<file path="src/rtl/ss_tri_pkg.sv">
package ss_tri_pkg;

    typedef enum logic [1:0] {
        ST_IDLE  = 2'd0,
        ST_ENTRY = 2'd1,
        ST_RISE  = 2'd2,
        ST_FALL  = 2'd3
    } ss_state_e;

endpackage

</file>
<file path="src/rtl/ss_cfg_shadow.sv">
module ss_cfg_shadow #(
    parameter int STEP_W = 12,
    parameter int PER_W  = 16,
    parameter int AMP_W  = 18
) (
    input  logic              clk,
    input  logic              rst_n,
    input  logic              ld_all,
    input  logic              ld_shape,
    input  logic [STEP_W-1:0] step_in,
    input  logic [PER_W-1:0]  per_in,
    input  logic [AMP_W-1:0]  amp_in,
    input  logic              down_in,
    output logic [STEP_W-1:0] step_q,
    output logic [PER_W-1:0]  per_q,
    output logic [AMP_W-1:0]  amp_q,
    output logic              down_q
);

    // Shape settings reload at enable and at every lowest point
    always_ff @(posedge clk) begin
        if (!rst_n) begin
            step_q <= '0;
            per_q  <= '0;
            down_q <= 1'b0;
        end else if (ld_all || ld_shape) begin
            step_q <= step_in;
            per_q  <= per_in;
            down_q <= down_in;
        end
    end

    // Peak deviation reloads only at enable
    always_ff @(posedge clk) begin
        if (!rst_n) begin
            amp_q <= '0;
        end else if (ld_all) begin
            amp_q <= amp_in;
        end
    end

endmodule

</file>
<file path="src/rtl/ss_leg_counter.sv">
module ss_leg_counter #(
    parameter int PER_W = 16
) (
    input  logic             clk,
    input  logic             rst_n,
    input  logic             clr,
    input  logic             adv,
    input  logic [PER_W-1:0] len,
    output logic             last
);

    localparam int CNT_X = PER_W + 1;

    logic [PER_W-1:0] cnt_q;
    logic [CNT_X-1:0] cnt_inc;

    always_comb begin
        cnt_inc = {1'b0, cnt_q} + CNT_X'(1);
        // a length of zero ends the leg after one tick
        last    = adv && (cnt_inc >= {1'b0, len});
    end

    always_ff @(posedge clk) begin
        if (!rst_n) begin
            cnt_q <= '0;
        end else if (clr) begin
            cnt_q <= '0;
        end else if (adv) begin
            cnt_q <= last ? '0 : cnt_inc[PER_W-1:0];
        end
    end

endmodule

</file>
<file path="src/rtl/ss_sat_accum.sv">
module ss_sat_accum #(
    parameter int OFS_W  = 20,
    parameter int STEP_W = 12,
    parameter int AMP_W  = 18
) (
    input  logic                    clk,
    input  logic                    rst_n,
    input  logic                    clr,
    input  logic                    adv,
    input  logic                    up,
    input  logic [STEP_W-1:0]       step,
    input  logic [AMP_W-1:0]        amp,
    input  logic                    down,
    output logic signed [OFS_W-1:0] acc_q
);

    localparam int EXT_W = OFS_W + 2;

    logic signed [EXT_W-1:0] acc_x;
    logic signed [EXT_W-1:0] step_x;
    logic signed [EXT_W-1:0] amp_x;
    logic signed [EXT_W-1:0] lo_x;
    logic signed [EXT_W-1:0] hi_x;
    logic signed [EXT_W-1:0] sum_x;
    logic signed [EXT_W-1:0] nxt_x;

    always_comb begin
        acc_x  = EXT_W'(acc_q);
        step_x = $signed({{(EXT_W-STEP_W){1'b0}}, step});
        amp_x  = $signed({{(EXT_W-AMP_W){1'b0}}, amp});
        lo_x   = -amp_x;
        hi_x   = down ? '0 : amp_x;
        sum_x  = up ? (acc_x + step_x) : (acc_x - step_x);
        if (sum_x > hi_x) begin
            nxt_x = hi_x;
        end else if (sum_x < lo_x) begin
            nxt_x = lo_x;
        end else begin
            nxt_x = sum_x;
        end
    end

    always_ff @(posedge clk) begin
        if (!rst_n) begin
            acc_q <= '0;
        end else if (clr) begin
            acc_q <= '0;
        end else if (adv) begin
            acc_q <= nxt_x[OFS_W-1:0];
        end
    end

endmodule

</file>
<file path="src/rtl/ss_tri_mod.sv">
module ss_tri_mod
    import ss_tri_pkg::*;
#(
    parameter int FRAC_W = 24,
    parameter int OFS_W  = 20,
    parameter int STEP_W = 12,
    parameter int PER_W  = 16,
    parameter int AMP_W  = 18
) (
    input  logic              clk,
    input  logic              rst_n,
    input  logic              tick,
    input  logic              spread_en,
    input  logic              down_mode,
    input  logic [STEP_W-1:0] step_size,
    input  logic [PER_W-1:0]  half_period,
    input  logic [AMP_W-1:0]  peak_dev,
    input  logic [FRAC_W-1:0] frac_nom,
    output logic [FRAC_W-1:0] frac_out,
    output logic              ramp_up
);

    ss_state_e state_q;
    ss_state_e state_d;

    logic [STEP_W-1:0]       step_q;
    logic [PER_W-1:0]        per_q;
    logic [AMP_W-1:0]        amp_q;
    logic                    down_q;
    logic signed [OFS_W-1:0] acc_q;
    logic [FRAC_W-1:0]       ofs_ext;

    logic             adv;
    logic             leg_last;
    logic [PER_W-1:0] leg_len;
    logic             ld_all;
    logic             ld_shape;
    logic             cnt_clr;

    // Control decode
    always_comb begin
        adv      = spread_en && tick && (state_q != ST_IDLE);
        ld_all   = spread_en && (state_q == ST_IDLE);
        ld_shape = spread_en && leg_last &&
                   ((state_q == ST_ENTRY) || (state_q == ST_FALL));
        cnt_clr  = !spread_en || (state_q == ST_IDLE);
        unique case (state_q)
            ST_ENTRY: leg_len = down_q ? per_q : (per_q >> 1);
            default:  leg_len = per_q;
        endcase
    end

    // Next-state logic
    always_comb begin
        state_d = state_q;
        if (!spread_en) begin
            state_d = ST_IDLE;
        end else begin
            unique case (state_q)
                ST_IDLE:  state_d = ST_ENTRY;
                ST_ENTRY: if (leg_last) state_d = ST_RISE;
                ST_RISE:  if (leg_last) state_d = ST_FALL;
                ST_FALL:  if (leg_last) state_d = ST_RISE;
                default:  state_d = ST_IDLE;
            endcase
        end
    end

    // State register
    always_ff @(posedge clk) begin
        if (!rst_n) begin
            state_q <= ST_IDLE;
        end else begin
            state_q <= state_d;
        end
    end

    ss_cfg_shadow #(
        .STEP_W (STEP_W),
        .PER_W  (PER_W),
        .AMP_W  (AMP_W)
    ) u_shadow (
        .clk      (clk),
        .rst_n    (rst_n),
        .ld_all   (ld_all),
        .ld_shape (ld_shape),
        .step_in  (step_size),
        .per_in   (half_period),
        .amp_in   (peak_dev),
        .down_in  (down_mode),
        .step_q   (step_q),
        .per_q    (per_q),
        .amp_q    (amp_q),
        .down_q   (down_q)
    );

    ss_leg_counter #(
        .PER_W (PER_W)
    ) u_leg (
        .clk   (clk),
        .rst_n (rst_n),
        .clr   (cnt_clr),
        .adv   (adv),
        .len   (leg_len),
        .last  (leg_last)
    );

    ss_sat_accum #(
        .OFS_W  (OFS_W),
        .STEP_W (STEP_W),
        .AMP_W  (AMP_W)
    ) u_acc (
        .clk   (clk),
        .rst_n (rst_n),
        .clr   (!spread_en),
        .adv   (adv),
        .up    (state_q == ST_RISE),
        .step  (step_q),
        .amp   (amp_q),
        .down  (down_q),
        .acc_q (acc_q)
    );

    // Offset widening picks a variant from the width relation
    generate
        if (FRAC_W > OFS_W) begin : g_sext
            assign ofs_ext = {{(FRAC_W-OFS_W){acc_q[OFS_W-1]}}, acc_q};
        end else begin : g_trunc
            assign ofs_ext = acc_q[FRAC_W-1:0];
        end
    endgenerate

    // Outputs
    always_comb begin
        ramp_up  = (state_q == ST_RISE);
        frac_out = frac_nom + ofs_ext;
    end

endmodule

</file>
<file path="config.mk">
export PLATFORM = sky130hd
export DESIGN_NAME = ss_tri_mod
export DESIGN_NICKNAME = d
export VERILOG_FILES = /design/src/rtl/ss_tri_pkg.sv /design/src/rtl/ss_cfg_shadow.sv /design/src/rtl/ss_leg_counter.sv /design/src/rtl/ss_sat_accum.sv /design/src/rtl/ss_tri_mod.sv
export SDC_FILE = /design/constraint.sdc
export NUM_CORES = 1
export LEC_CHECK = 0
export CORE_MARGIN = 3
export CORE_UTILIZATION = 45
export DETAILED_ROUTE_END_ITERATION = 10
export DONT_BUFFER_PORTS = 1
export SYNTH_ARGS = -nofsm -noshare
export SYNTH_HDL_FRONTEND = slang
export SYNTH_SLANG_ARGS = --single-unit
export TNS_END_PERCENT = 20
</file>
<file path="constraint.sdc">
create_clock -name clk -period 11.55 [get_ports clk]
set_input_delay 2.8875 -clock clk [delete_from_list [all_inputs] [get_ports clk]]
set_output_delay 2.8875 -clock clk [all_outputs]
set_load 0.005 [all_outputs]
</file>
==> flow_summary.json <==
{
  "yosysUniqueCellTypes": 79,
  "dr.pass1.iters": 5,
  "dpl.cell_count": 1166,
  "hold_violations": 0,
  "switching_share": 0.357,
  "ys_ff_latch": 85,
  "worstPathCellList": "ha_1 > inv_1 > fa_1 > nor2b_1 > o21ai_0 > a21oi_1 > o2111ai_1 > a31oi_1 > nor4_1 > o41ai_1 > a2111oi_0 > nor2_1 > xor2_1",
  "worstSetupPathType": "input pin to primary output",
  "maxCapViolations": 0,
  "grt_setup_unrepaired": "no",
  "first_iter_violations": 452,
  "required_ps": 8660,
  "syn-instance-count": 974,
  "worstPathMaxFanout": 3,
  "wl_per_cell_um": 17.3,
  "finalSetupTns_ps": 0,
  "grt_first_pass_wirelength_um": 33400,
  "status": "finished, final reports clean",
  "ys_warn_count": 0,
  "fin_hold_ws_ps": 484,
  "via_per_inst": 5.74,
  "gp_congestion": 0.891,
  "synth_edf_count": 0,
  "nets": 1126,
  "switchingPower_mw": 0.395,
  "clockBufferDepth": 2,
  "layout_common_cells": "nand2_1, ha_1, dfxtp_1",
  "critPathCaptureType": "primary output",
  "comb_power_share": 0.399,
  "drt_wl_total_um": 20400,
  "place_area_um2": 8140,
  "clk_pin_slew_ps": 60,
  "clock.fmax_ghz": 0.117,
  "p_leak_nw": 3.71,
  "via_count": 6781,
  "post_cts_buffers": 0,
  "start_util": 0.461,
  "clock-sinks": 85,
  "cts-root-buf": "clkbuf_16",
  "async_flop_share": 0,
  "synth-seq-area-share": 0.213,
  "startpoint_type": "input pin",
  "finalCritPeriodShare": 0.742,
  "cts_resized": 0,
  "insertion_delay_ps": 350,
  "antenna_left": 0,
  "syn_area_um2": 8000,
  "ir_drop_v": 0.0000745,
  "final_max_slew_viol_count": 0,
  "layout_min_cycle_time_ps": 8570,
  "cp_top_family": "compound AO/OA/AOI/OAI gates",
  "drive_gt1_frac": 0.0502,
  "grt_start_max_net_pins": 50,
  "fp.dieW_um": 139,
  "p_int_mw": 0.712,
  "area_growth_pct": 6.18,
  "critPathMaxStageDelay_ps": 540,
  "p_seq_frac": 0.290,
  "grt_overflow_total": 0,
  "worst_path_max_delay_cell": "o41ai_1",
  "antenna_found_initial": 0,
  "postLayoutCellArea_um2": 8490,
  "final_cells": 1182,
  "grt_pass1_vias": 6387,
  "worst_pin_slew_ps": 1020,
  "dp_hpwl_um": 16400,
  "cts_tree": "done",
  "ys.flop_type": "dfxtp_1",
  "pwr-share-clk": 0.310,
  "crit_buf_inv": 1,
  "fillCellCount": 1730,
  "core-area_um2": 17400,
  "syn_avg_cell_area_um2": 8.21,
  "io_pins": 100,
  "htreeDepth": 3,
  "setup_viol": 0,
  "relSlewSlack": 0.317,
  "io_buffer_count": 0,
  "track_usage": 0.210,
  "min_path_type": "register to register",
  "rows": 48,
  "worstPathArrival_ps": 5690,
  "die_area_um2": 19400,
  "holdBufCountCts": 0,
  "numCtsBuffers": 9,
  "route.detailed.drc": 0,
  "power.density_nw_per_um2": 130,
  "die_height_um": 139,
  "skew_ps": 11.4,
  "diodes": 0,
  "synth_fp_nets": 1148
}
## final cells by class
class | instances | area (um2) | share of cell area
clock buffer | 10 | 239 | 0.0281
inverter | 53 | 199 | 0.0234
tap | 225 | 282 | 0.0331
timing repair buffer | 2 | 15.0 | 0.00177
sequential | 85 | 1700 | 0.200
clock inverter | 6 | 115 | 0.0136
multi-input combinational | 801 | 5940 | 0.700
## flip-flops by register name, summed over array words and instances, names as in the netlist
name,cells
u_acc.acc_q,20
u_shadow.amp_q,18
u_leg.cnt_q,16
u_shadow.per_q,16
u_shadow.step_q,12
state_q,2
u_shadow.down_q,1
## stage by stage
| step | util | worst slack (ps) | total power [mW] |
|---|---|---|---|
| finish | 0.489 | 2980 | 1.11 |
| global route | 0.489 | 2700 | 1.18 |
| CTS | 0.489 | 2960 | 1.11 |
| detailed placement | 0.469 | 2980 | 0.765 |
| global placement | 0.469 | 2990 | 0.762 |
| floorplan | - | 3470 | 0.688 |
## power by group through the flow
stage | Clock [mW] | Sequential, mW | Combinational (mW)
3_5_place_dp | 0 | 0.328 | 0.437
4_1_cts | 0.351 | 0.321 | 0.440
3_3_place_gp | 0 | 0.328 | 0.434
5_1_grt | 0.361 | 0.324 | 0.496
6_report | 0.344 | 0.321 | 0.442
2_1_floorplan | 0 | 0.321 | 0.367
## worst min-delay path: cells and delay by family (launching register included)
kind	cells	cell delay, ps
AO/OA/AOI/OAI	1	50
flip-flops	1	330
AND/OR/NAND/NOR	1	60
## cells in the mapped netlist (all sizes together), types with 3 or more instances
cell	number	share of area
or4	5	0.0052
nor3	16	0.012
o21a	22	0.021
xor2	34	0.037
clkbuf	23	0.011
a2111oi	3	0.0033
a21oi	53	0.033
a41oi	4	0.0053
a211oi	11	0.010
a211o	3	0.0033
nand2b	27	0.021
o211ai	7	0.0072
xnor2	54	0.059
o22ai	3	0.0023
o221ai	13	0.014
or2	7	0.0055
and3	14	0.011
nand4	10	0.0078
nor4	6	0.0066
and2	6	0.0047
a31oi	12	0.0094
mux2	4	0.0061
nor3b	3	0.0028
o21ai	33	0.022
dfxtp	85	0.21
nand2	98	0.046
ha	97	0.15
mux2i	58	0.073
buf	12	0.011
a21boi	19	0.018
nand3	16	0.012
or3	7	0.0061
o31ai	8	0.0081
a21o	19	0.018
inv	53	0.025
o2111ai	4	0.0044
nor2b	34	0.027
nor2	63	0.030
## per-layer routing
metal	vias up	share of wire	GRT usage
li1	3461	-	-
met1	3123	0.51	0.306
met2	172	0.41	0.311
met3	25	0.054	0.0368
met4	0	0.028	0.0700
met5	-	0	0
## logic make-up after synthesis
family / synth area share
compound gates: 0.201
xor+xnor: 0.0963
fa+ha+maj: 0.158
buf+inv: 0.0464
flops: 0.213
mux: 0.0787
simple gates: 0.206
## final timing paths
| path | from | to | slack, ps | depth (start not counted) |
|---|---|---|---|---|
| worst max register to register | u_shadow.step_q[2] | u_acc.acc_q[4] | 4700 | 22 |
| worst min-delay path | u_leg.cnt_q[1] | u_leg.cnt_q[1] | 480 | 2 |
| worst min register to register | u_leg.cnt_q[1] | u_leg.cnt_q[1] | 480 | 2 |
| worst max-delay path | frac_nom[0] | frac_out[22] | 2980 | 13 |
Note: power is estimated with default switching activity, not from simulation.
